--- src/rtl/evtIrqPkg.sv ---
package evtIrqPkg;
  localparam int DATA_W  = 32;
  localparam int ADDR_W  = 4;
  localparam int ENC_N   = 5;
  localparam int DEC_N   = 7;
  localparam int LIVE_LO = 18;
  localparam int ENC_LO  = 27;

  // word indices of the registers on the bus
  localparam int IDX_MASK  = 0;
  localparam int IDX_STAT  = 1;
  localparam int IDX_RAISE = 2;

  localparam logic [DATA_W-1:0] LIVE_BITS =
    {{(DATA_W-LIVE_LO){1'b1}}, {LIVE_LO{1'b0}}};

  typedef enum logic [1:0] {
    RD_NONE = 2'd0,
    RD_MASK = 2'd1,
    RD_STAT = 2'd2
  } rdSel_e;

  typedef struct packed {
    logic   wrMask;
    logic   wrClear;
    logic   wrRaise;
    rdSel_e rdSel;
  } strobes_t;

  function automatic int encBitPos(input int i);
    return ENC_LO + i;
  endfunction

  // decoder bits skip position 23
  function automatic int decBitPos(input int i);
    return (i < 5) ? (LIVE_LO + i) : (LIVE_LO + 1 + i);
  endfunction
endpackage

--- src/rtl/evtIrqCtrl.sv ---
module evtIrqCtrl
  import evtIrqPkg::*;
#(
  parameter int ADDR_WIDTH = ADDR_W
) (
  input  logic                  busWrEn,
  input  logic                  busRdEn,
  input  logic [ADDR_WIDTH-1:0] busAddr,
  output strobes_t              ctl
);
  localparam int WORD_W = ADDR_WIDTH - 2;

  logic [WORD_W-1:0] wordIdx;
  logic              aligned;
  logic              hitMask;
  logic              hitStat;
  logic              hitRaise;

  assign wordIdx  = busAddr[ADDR_WIDTH-1:2];
  assign aligned  = (busAddr[1:0] == 2'b00);
  assign hitMask  = aligned && (wordIdx == WORD_W'(IDX_MASK));
  assign hitStat  = aligned && (wordIdx == WORD_W'(IDX_STAT));
  assign hitRaise = aligned && (wordIdx == WORD_W'(IDX_RAISE));

  always_comb begin
    ctl.wrMask  = busWrEn && hitMask;
    ctl.wrClear = busWrEn && hitStat;
    ctl.wrRaise = busWrEn && hitRaise;
    if (busRdEn && hitMask)      ctl.rdSel = RD_MASK;
    else if (busRdEn && hitStat) ctl.rdSel = RD_STAT;
    else                         ctl.rdSel = RD_NONE;
  end
endmodule

--- src/rtl/evtIrqMap.sv ---
module evtIrqMap
  import evtIrqPkg::*;
#(
  parameter int DATA_WIDTH = DATA_W,
  parameter int ENC_COUNT  = ENC_N,
  parameter int DEC_COUNT  = DEC_N
) (
  input  logic [ENC_COUNT-1:0]  encEvt,
  input  logic [DEC_COUNT-1:0]  decEvt,
  output logic [DATA_WIDTH-1:0] hwSet
);
  always_comb begin
    hwSet = '0;
    for (int i = 0; i < ENC_COUNT; i++) hwSet[encBitPos(i)] = encEvt[i];
    for (int j = 0; j < DEC_COUNT; j++) hwSet[decBitPos(j)] = decEvt[j];
  end
endmodule

--- src/rtl/evtIrqDatapath.sv ---
module evtIrqDatapath
  import evtIrqPkg::*;
#(
  parameter int DATA_WIDTH = DATA_W
) (
  input  logic                  clk,
  input  logic                  rstN,
  input  strobes_t              ctl,
  input  logic [DATA_WIDTH-1:0] busWrData,
  input  logic [DATA_WIDTH-1:0] hwSet,
  output logic [DATA_WIDTH-1:0] statusQ,
  output logic [DATA_WIDTH-1:0] maskQ,
  output logic [DATA_WIDTH-1:0] rdData,
  output logic                  irqOut
);
  logic [DATA_WIDTH-1:0] clrBits;
  logic [DATA_WIDTH-1:0] swSet;
  logic [DATA_WIDTH-1:0] statusD;
  logic [DATA_WIDTH-1:0] rdD;

  assign clrBits = ctl.wrClear ? busWrData : '0;
  assign swSet   = ctl.wrRaise ? busWrData : '0;
  // sets are applied after the clear so they win
  assign statusD = ((statusQ & ~clrBits) | hwSet | swSet) & LIVE_BITS;

  always_comb begin
    unique case (ctl.rdSel)
      RD_MASK: rdD = maskQ;
      RD_STAT: rdD = statusQ;
      default: rdD = '0;
    endcase
  end

  always_ff @(posedge clk or negedge rstN) begin
    if (!rstN) begin
      statusQ <= '0;
      maskQ   <= '1;
      rdData  <= '0;
      irqOut  <= 1'b0;
    end else begin
      statusQ <= statusD;
      if (ctl.wrMask) maskQ <= busWrData;
      rdData  <= rdD;
      irqOut  <= |(statusQ & ~maskQ);
    end
  end
endmodule

--- src/rtl/evtIrqTop.sv ---
module evtIrqTop
  import evtIrqPkg::*;
#(
  parameter int DATA_WIDTH = DATA_W,
  parameter int ADDR_WIDTH = ADDR_W,
  parameter int ENC_COUNT  = ENC_N,
  parameter int DEC_COUNT  = DEC_N
) (
  input  logic                  clk,
  input  logic                  rstN,
  input  logic                  busWrEn,
  input  logic                  busRdEn,
  input  logic [ADDR_WIDTH-1:0] busAddr,
  input  logic [DATA_WIDTH-1:0] busWrData,
  output logic [DATA_WIDTH-1:0] busRdData,
  input  logic [ENC_COUNT-1:0]  encEvt,
  input  logic [DEC_COUNT-1:0]  decEvt,
  output logic                  irqOut
);
  strobes_t              ctl;
  logic [DATA_WIDTH-1:0] hwSet;
  logic [DATA_WIDTH-1:0] statusQ;
  logic [DATA_WIDTH-1:0] maskQ;

  evtIrqCtrl #(.ADDR_WIDTH(ADDR_WIDTH)) uCtrl (
    .busWrEn(busWrEn), .busRdEn(busRdEn), .busAddr(busAddr), .ctl(ctl)
  );

  evtIrqMap #(
    .DATA_WIDTH(DATA_WIDTH), .ENC_COUNT(ENC_COUNT), .DEC_COUNT(DEC_COUNT)
  ) uMap (
    .encEvt(encEvt), .decEvt(decEvt), .hwSet(hwSet)
  );

  evtIrqDatapath #(.DATA_WIDTH(DATA_WIDTH)) uDp (
    .clk(clk), .rstN(rstN), .ctl(ctl), .busWrData(busWrData),
    .hwSet(hwSet), .statusQ(statusQ), .maskQ(maskQ),
    .rdData(busRdData), .irqOut(irqOut)
  );
endmodule

--- config.mk ---
export PLATFORM = sky130hd
export DESIGN_NAME = evtIrqTop
export DESIGN_NICKNAME = d
export VERILOG_FILES = /design/src/rtl/evtIrqPkg.sv /design/src/rtl/evtIrqCtrl.sv /design/src/rtl/evtIrqMap.sv /design/src/rtl/evtIrqDatapath.sv /design/src/rtl/evtIrqTop.sv
export SDC_FILE = /design/constraint.sdc
export NUM_CORES = 1
export LEC_CHECK = 0
export CORE_MARGIN = 3
export CORE_UTILIZATION = 51
export CTS_CLUSTER_DIAMETER = 150
export CTS_CLUSTER_SIZE = 8
export DETAILED_ROUTE_END_ITERATION = 16
export GPL_TIMING_DRIVEN = 1
export MAX_ROUTING_LAYER = met4
export PLACE_DENSITY_LB_ADDON = 0.12
export SYNTH_ARGS = -nofsm -noshare
export SYNTH_HDL_FRONTEND = slang
export SYNTH_SLANG_ARGS = --single-unit
--- constraint.sdc ---
create_clock -name clk -period 1.9 [get_ports clk]
set_input_delay 0.285 -clock clk [delete_from_list [all_inputs] [get_ports clk]]
set_output_delay 0.285 -clock clk [all_outputs]
set_load 0.02 [all_outputs]
==> Word level (Yosys, flattened, before mapping) <==
Cells that the tools add are included.
{ "classes": {"eq_ne": 4, "muxes": 5, "bitwise": 6, "n_reduce_logical": 11} }
{ "op_table": {"columns": ["cell", "n"], "rows": [
  ["AND 32 bit", 2],
  ["2-to-1 mux 32 bit", 2],
  ["inverter 32 bit", 2],
  ["bitwise OR 32 bit", 2],
  ["one-hot mux 32 bit (2 select lines)", 1],
  ["OR reduction 32 bit", 1],
  ["logical AND 1 bit", 8],
  ["equality test 2 x 1 -> 1 bit (second input constant)", 2],
  ["equality test 2 bit (second input constant)", 2],
  ["zero test 2 bit", 2],
  ["2-to-1 mux 2 bit", 2]
]} }
{ "totals": {"ff_bits": 79, "in_bits": 52, "output_inout_bits": 33, "word_cells": 30} }

==> Longest topological paths before layout <==
{ "logic_depth": {"depth_word": 8, "mapped_depth": 6, "mapped_depth_nobuf": 4} }

==> Cells and area by module <==
Synthesis repeated with hierarchy kept, for this count alone.
{ "unflattened": {"cells_unflattened": 273, "area_unflattened_um2": 3468.3} }
{ "by_module_without_submodules": {"columns": ["mod", "instances", "cells_per_inst", "area_each_um2", "seq_area_each_um2"], "rows": [
  ["evtIrqDatapath", 1, 233, 3171.8, 2016.9],
  ["evtIrqMap", 1, 33, 244.0, 0.0],
  ["evtIrqCtrl", 1, 7, 52.6, 0.0]
]} }

==> Worst setup path after synthesis <==
No wires, ideal clock.
{ "synth_timing": {"kind": "input port to flip-flop", "from": "input busAddr[3]", "to": "register uDp.statusQ[22]", "setup_time_ns": 0.126, "arrival_time_ns": 1.197, "t_required_ns": 1.774, "setup_slack_ns": 0.576, "path_stages": 6, "path_buffers": 2, "path_cell_list": "nor3_2 -> and3_1 -> buf_4 -> buf_6 -> nand2_1 -> a221o_1"} }
{ "synth_via": {"elab_chain_len": 8, "elab_cells_between_ends": 12, "cone_classes": "2 x eq/ne; 2 x mux; 4 x bitwise; 4 x reduce/logical"} }
{ "synth_rtl": {"columns": ["element", "line", "text"], "rows": [
  ["start, declared", "evtIrqTop.sv:13", "input logic [ADDR_WIDTH-1:0] busAddr,"],
  ["equality test 2 x 1 -> 1 bit", "evtIrqCtrl.sv:22", "assign hitStat = aligned && (wordIdx == WORD_W'(IDX_STAT));"],
  ["logical AND 1 bit", "evtIrqCtrl.sv:22", null],
  ["logical AND 1 bit", "evtIrqCtrl.sv:27", "ctl.wrClear = busWrEn && hitStat;"],
  ["2-to-1 mux 32 bit", "evtIrqDatapath.sv:21", "assign clrBits = ctl.wrClear ? busWrData : '0;"],
  ["inverter 32 bit", "evtIrqDatapath.sv:24", "assign statusD = ((statusQ & ~clrBits) | hwSet | swSet) & LIVE_BITS;"],
  ["AND 32 bit", "evtIrqDatapath.sv:24", null],
  ["bitwise OR 32 bit", "evtIrqDatapath.sv:24", null],
  ["bitwise OR 32 bit (*)", "evtIrqDatapath.sv:24", null],
  ["named net uDp.statusD[22]", "evtIrqDatapath.sv:18", "logic [DATA_WIDTH-1:0] statusD;"],
  ["end signal, assigned", "evtIrqDatapath.sv:41", "statusQ <= statusD;"],
  ["end, declared", "evtIrqDatapath.sv:11", "output logic [DATA_WIDTH-1:0] statusQ,"]
]} }
The timed path passes the listed nets; every way through them passes the cells marked *.
A chain may end at the register's enable or synchronous reset.

==> Final worst setup path <==
{ "layout_timing": {"from": "register uDp.rdData[12]", "to": "output busRdData[12]"} }
{ "layout_rtl": {"columns": ["element", "line", "text"], "rows": [
  ["start, declared", "evtIrqDatapath.sv:13", "output logic [DATA_WIDTH-1:0] rdData,"],
  ["start signal, assigned", "evtIrqDatapath.sv:43", "rdData <= rdD;"],
  ["end, declared", "evtIrqTop.sv:15", "output logic [DATA_WIDTH-1:0] busRdData,"]
]} }
No word-level cell between the ends.

==> reports/results.txt <==
The root buffer cell chosen for the clock tree is clkbuf_8. Data on the critical path arrives at its endpoint at 1300 ps. The largest driver fanout on the critical path is 1.

The largest individual stage delay along the critical path comes from the cell clkdlybuf4s50_1. Clock transition at the register clock pins on the worst setup and hold paths after CTS: 80 ps. For the worst flop-to-flop path, the logic depth is 3. The aggregate global-route resource usage came out at 19.77%. Summing the sequential cell areas from Yosys gives 65.11% of the chip area. The critical path goes through clkdlybuf4s50_1. For the core area, the log shows 5675 um2. The multiplexer share of the synthesized area was 16.16%.

The number of nets handed over by synthesis was 278. For the total count of max-transition violations in the final report, the log shows 0. Derived from the worst setup path, the maximum achievable clock frequency is 632.3 MHz.

The die is 83.94 um tall. In the final routed layout, each cell accounts on average for 16.15 um. The synthesized netlist contains 22 unique library cells. The data required time of the critical path was 1620 ps; the insertion delay of the later-clocked pin in the worst-skew pair was 340 ps.

The fraction of final layout cells with drive strength greater than 1 is 27.47%, and the area share of the largest cell type after synthesis is 37.96%. Setup repair after global routing left no endpoint under its margin. For this run, the slowest stage of the critical path takes 620 ps. The simple logic cell fraction of the synthesized area works out to 9.128%. In the detailed route, the total length drawn on met3 is 450 um.

The via count of the first global-routing pass was 2027. For this block, wires on met1 add up to 2819 um. Fill cells in the final layout number 378. The static leakage is 1.880 nW. For this design the top-level I/O count stands at 85. Dividing the final minimum period by the clock period gives 83.24%. Across the run, the number of max-cap violations was 0. The sort of element at the end of the critical path is an output pin. The number of vias per cell after detailed routing works out to 5.182.

The worst slew slack as a fraction of its limit came out at 77.20%. The largest area contributor in the netlist is dfrtp_1. By area the synthesized netlist is led by dfrtp_1 38%, dfstp_2 27%, mux2_2 12%. The total of endpoints with negative setup slack in the final report is 0, and the final antenna diode count is 0. The synthesized netlist devotes 6.018% of its cell area to compound gates.

The smallest clock period supported by the final layout is computed as 1582 ps. The overflow left after global routing was 0. The logs give 0 for the final hold violation count and 10510 um for the first-pass GRT wire length. The classification of the worst-slack hold path was primary input to asynchronous set/reset pin. The detailed-router iteration count before antenna repair was 4. The post-route worst setup slack was 318.4 ps; the synthesized-area fraction occupied by xor and xnor cells was 0%. After synthesis, the largest family of logic cells by area is multiplexers. The floorplan step defined a die boundary enclosing 7046 um2.

A synthesized cell averages 13.71 um2. The net count of the finished layout is 371. Across the VDD grid, the largest voltage drop is 0.7287 mV. Power spread over the standard cell area amounts to 920.0 nW/um2. The die width is 83.94 um. Across the routed clock network, the largest skew measured is 7.020 ps. The worst register-to-register path has a setup slack of 700 ps. Power comes to 3.948 mW. The run finished with clean final reports. The H-tree level count came out at 3.

The startpoint type of the worst setup path was a flop. After the first detailed-routing iteration, the DRC count stood at 111. Entering global routing, the biggest net connects 54 pins.

The run gives 0 as the number of warnings issued by yosys. The routability congestion estimate was 0.7385; the post-synth design cell area was 3098 um2. The count of unresolved DRC violations after routing was 0. Worst path buffer plus inverter count: 1.

The logs give 0 for the number of nets still failing antenna checks after routing and 4210 um for the half-perimeter wire length after detailed placement. The startpoint identified for the worst register-to-register timing path is uDp.maskQ[23]. The worst setup path is of the flop to output pin kind. The initial antenna violation count was 0.

Compared with the post-synthesis result, the final layout area differs by 38.53%. The slew at the pin closest to its max-slew limit is 341.1 ps. The aggregate negative setup slack is 0 ps.

Top layer reached by signal wires: met4. The kind of cell with the highest combined delay along the critical path is buffers and inverters. The routed wire length on met2 was 3050 um. The tools report the total clock sinks as 79. In this run the tool buffered the top-level ports with 84 buffer cells. For the initial core utilization, the log shows 54.59%. TritonCTS built the clock tree.

The detailed router placed 2052 vias in this run. Synthesis inferred 79 register bits. The logs give 27 for the standard-cell row count and 2 for the maximum clock insertion buffer count. Endpoint of the most critical register-to-register path: uDp.irqOut. OpenSTA, run right after detailed placement, puts the worst setup slack at 33.31 ps. The number of buffers added by the clock tree synthesis step is 9. Summing the areas of all fa, ha and maj instances in the mapped netlist gives 0% of the synthesized area. Summed over all layers, the routed wires come to 6394 um. Counting every instance in the synthesized netlist gives 226.
cell families after synthesis:
family          count (synthesis)
compound gates                 21
simple gates                   56
mux                            46
buf+inv                        24
flops                          79
cell usage after synthesis, drive strengths merged:
library cell and n:
buf 8, nor2 15, mux2i 14, dfrtp 47, a22o 2, nand2 17
clkbuf 2, a221o 12, and2 18, o22ai 5, a221oi 2, and3 1
nor3 3, inv 14, mux2 32, nor2b 1, dfstp 32, nand3 1
registers in the layout, indices dropped and copies added, names as in the netlist:
name         flops
uDp.maskQ       32
uDp.rdData      32
uDp.statusQ     14
uDp.irqOut       1
per-stage QoR:
step | cell area (um2) | utilization [%] | hold slack, ps | instances
detailed placement | 4058 | 71.49 | 218.4 | 379
finish | 4292 | 75.62 | 407.1 | 396
CTS | 4292 | 75.62 | 392.9 | 396
global route | 4292 | 75.62 | 439.4 | 396
floorplan | 3098 | - | -10.59 | 226
global placement | 4058 | 71.49 | 217.1 | 379
repair_timing:
| action | CTS | global route |
|---|---|---|
| hold endpoints to repair | 19 | 0 |
| setup buffers | 0 | 0 |
| resized for setup | 0 | 0 |
| hold buffers | 1 | 0 |
routing by layer:
metal | vias up | global-route usage, %
met2 | 82 | 30.01
met1 | 1003 | 26.24
li1 | 959 | -
met3 | 8 | 4.936
met4 | 0 | 6.579
met5 | - | -
how the worst max path moves through the flow:
| stage | slack (ps) | start | depth (start not counted) | end |
|---|---|---|---|---|
| 2_1_floorplan | 580 | busAddr[3] | 6 | uDp.statusQ[22] |
| 3_3_place_gp | 80 | busAddr[3] | 6 | uDp.statusQ[25] |
| 3_5_place_dp | 30 | busAddr[3] | 6 | uDp.statusQ[30] |
| 4_1_cts | 300 | uDp.rdData[12] | 1 | busRdData[12] |
| 5_1_grt | 270 | uDp.rdData[30] | 1 | busRdData[30] |
| 6_report | 320 | uDp.rdData[12] | 1 | busRdData[12] |
layout make-up:
| cell class | count | area [um2] | share of cell area [%] |
|---|---|---|---|
| timing repair buffer | 92 | 938.4 | 21.87 |
| clock inverter | 3 | 65.06 | 1.516 |
| sequential | 79 | 2017 | 47.00 |
| clock buffer | 13 | 158.9 | 3.703 |
| inverter | 14 | 52.55 | 1.224 |
| multi-input combinational | 123 | 969.7 | 22.59 |
| tap | 72 | 90.09 | 2.099 |
layout by cell type (no fill, tap or decap), drive strengths merged:
master,n
a22o,2
clkdlybuf4s50,83
clkbuf,13
dfstp,32
nor2b,1
o22ai,5
nor3,3
nand2,17
nor2,15
buf,8
a221o,12
and2,18
clkinv,1
dfrtp,47
and3,1
dlygate4sd3,1
bufinv,2
a221oi,2
inv,14
mux2,32
nand3,1
mux2i,14
power breakdown:
part / leakage (nW) / switching [mW] / internal, mW
logic: 0.847 / 0.188 / 0.296
registers: 0.919 / 0.102 / 1.98
clock network: 0.114 / 0.571 / 0.811
(Power assumes the default switching activity.)
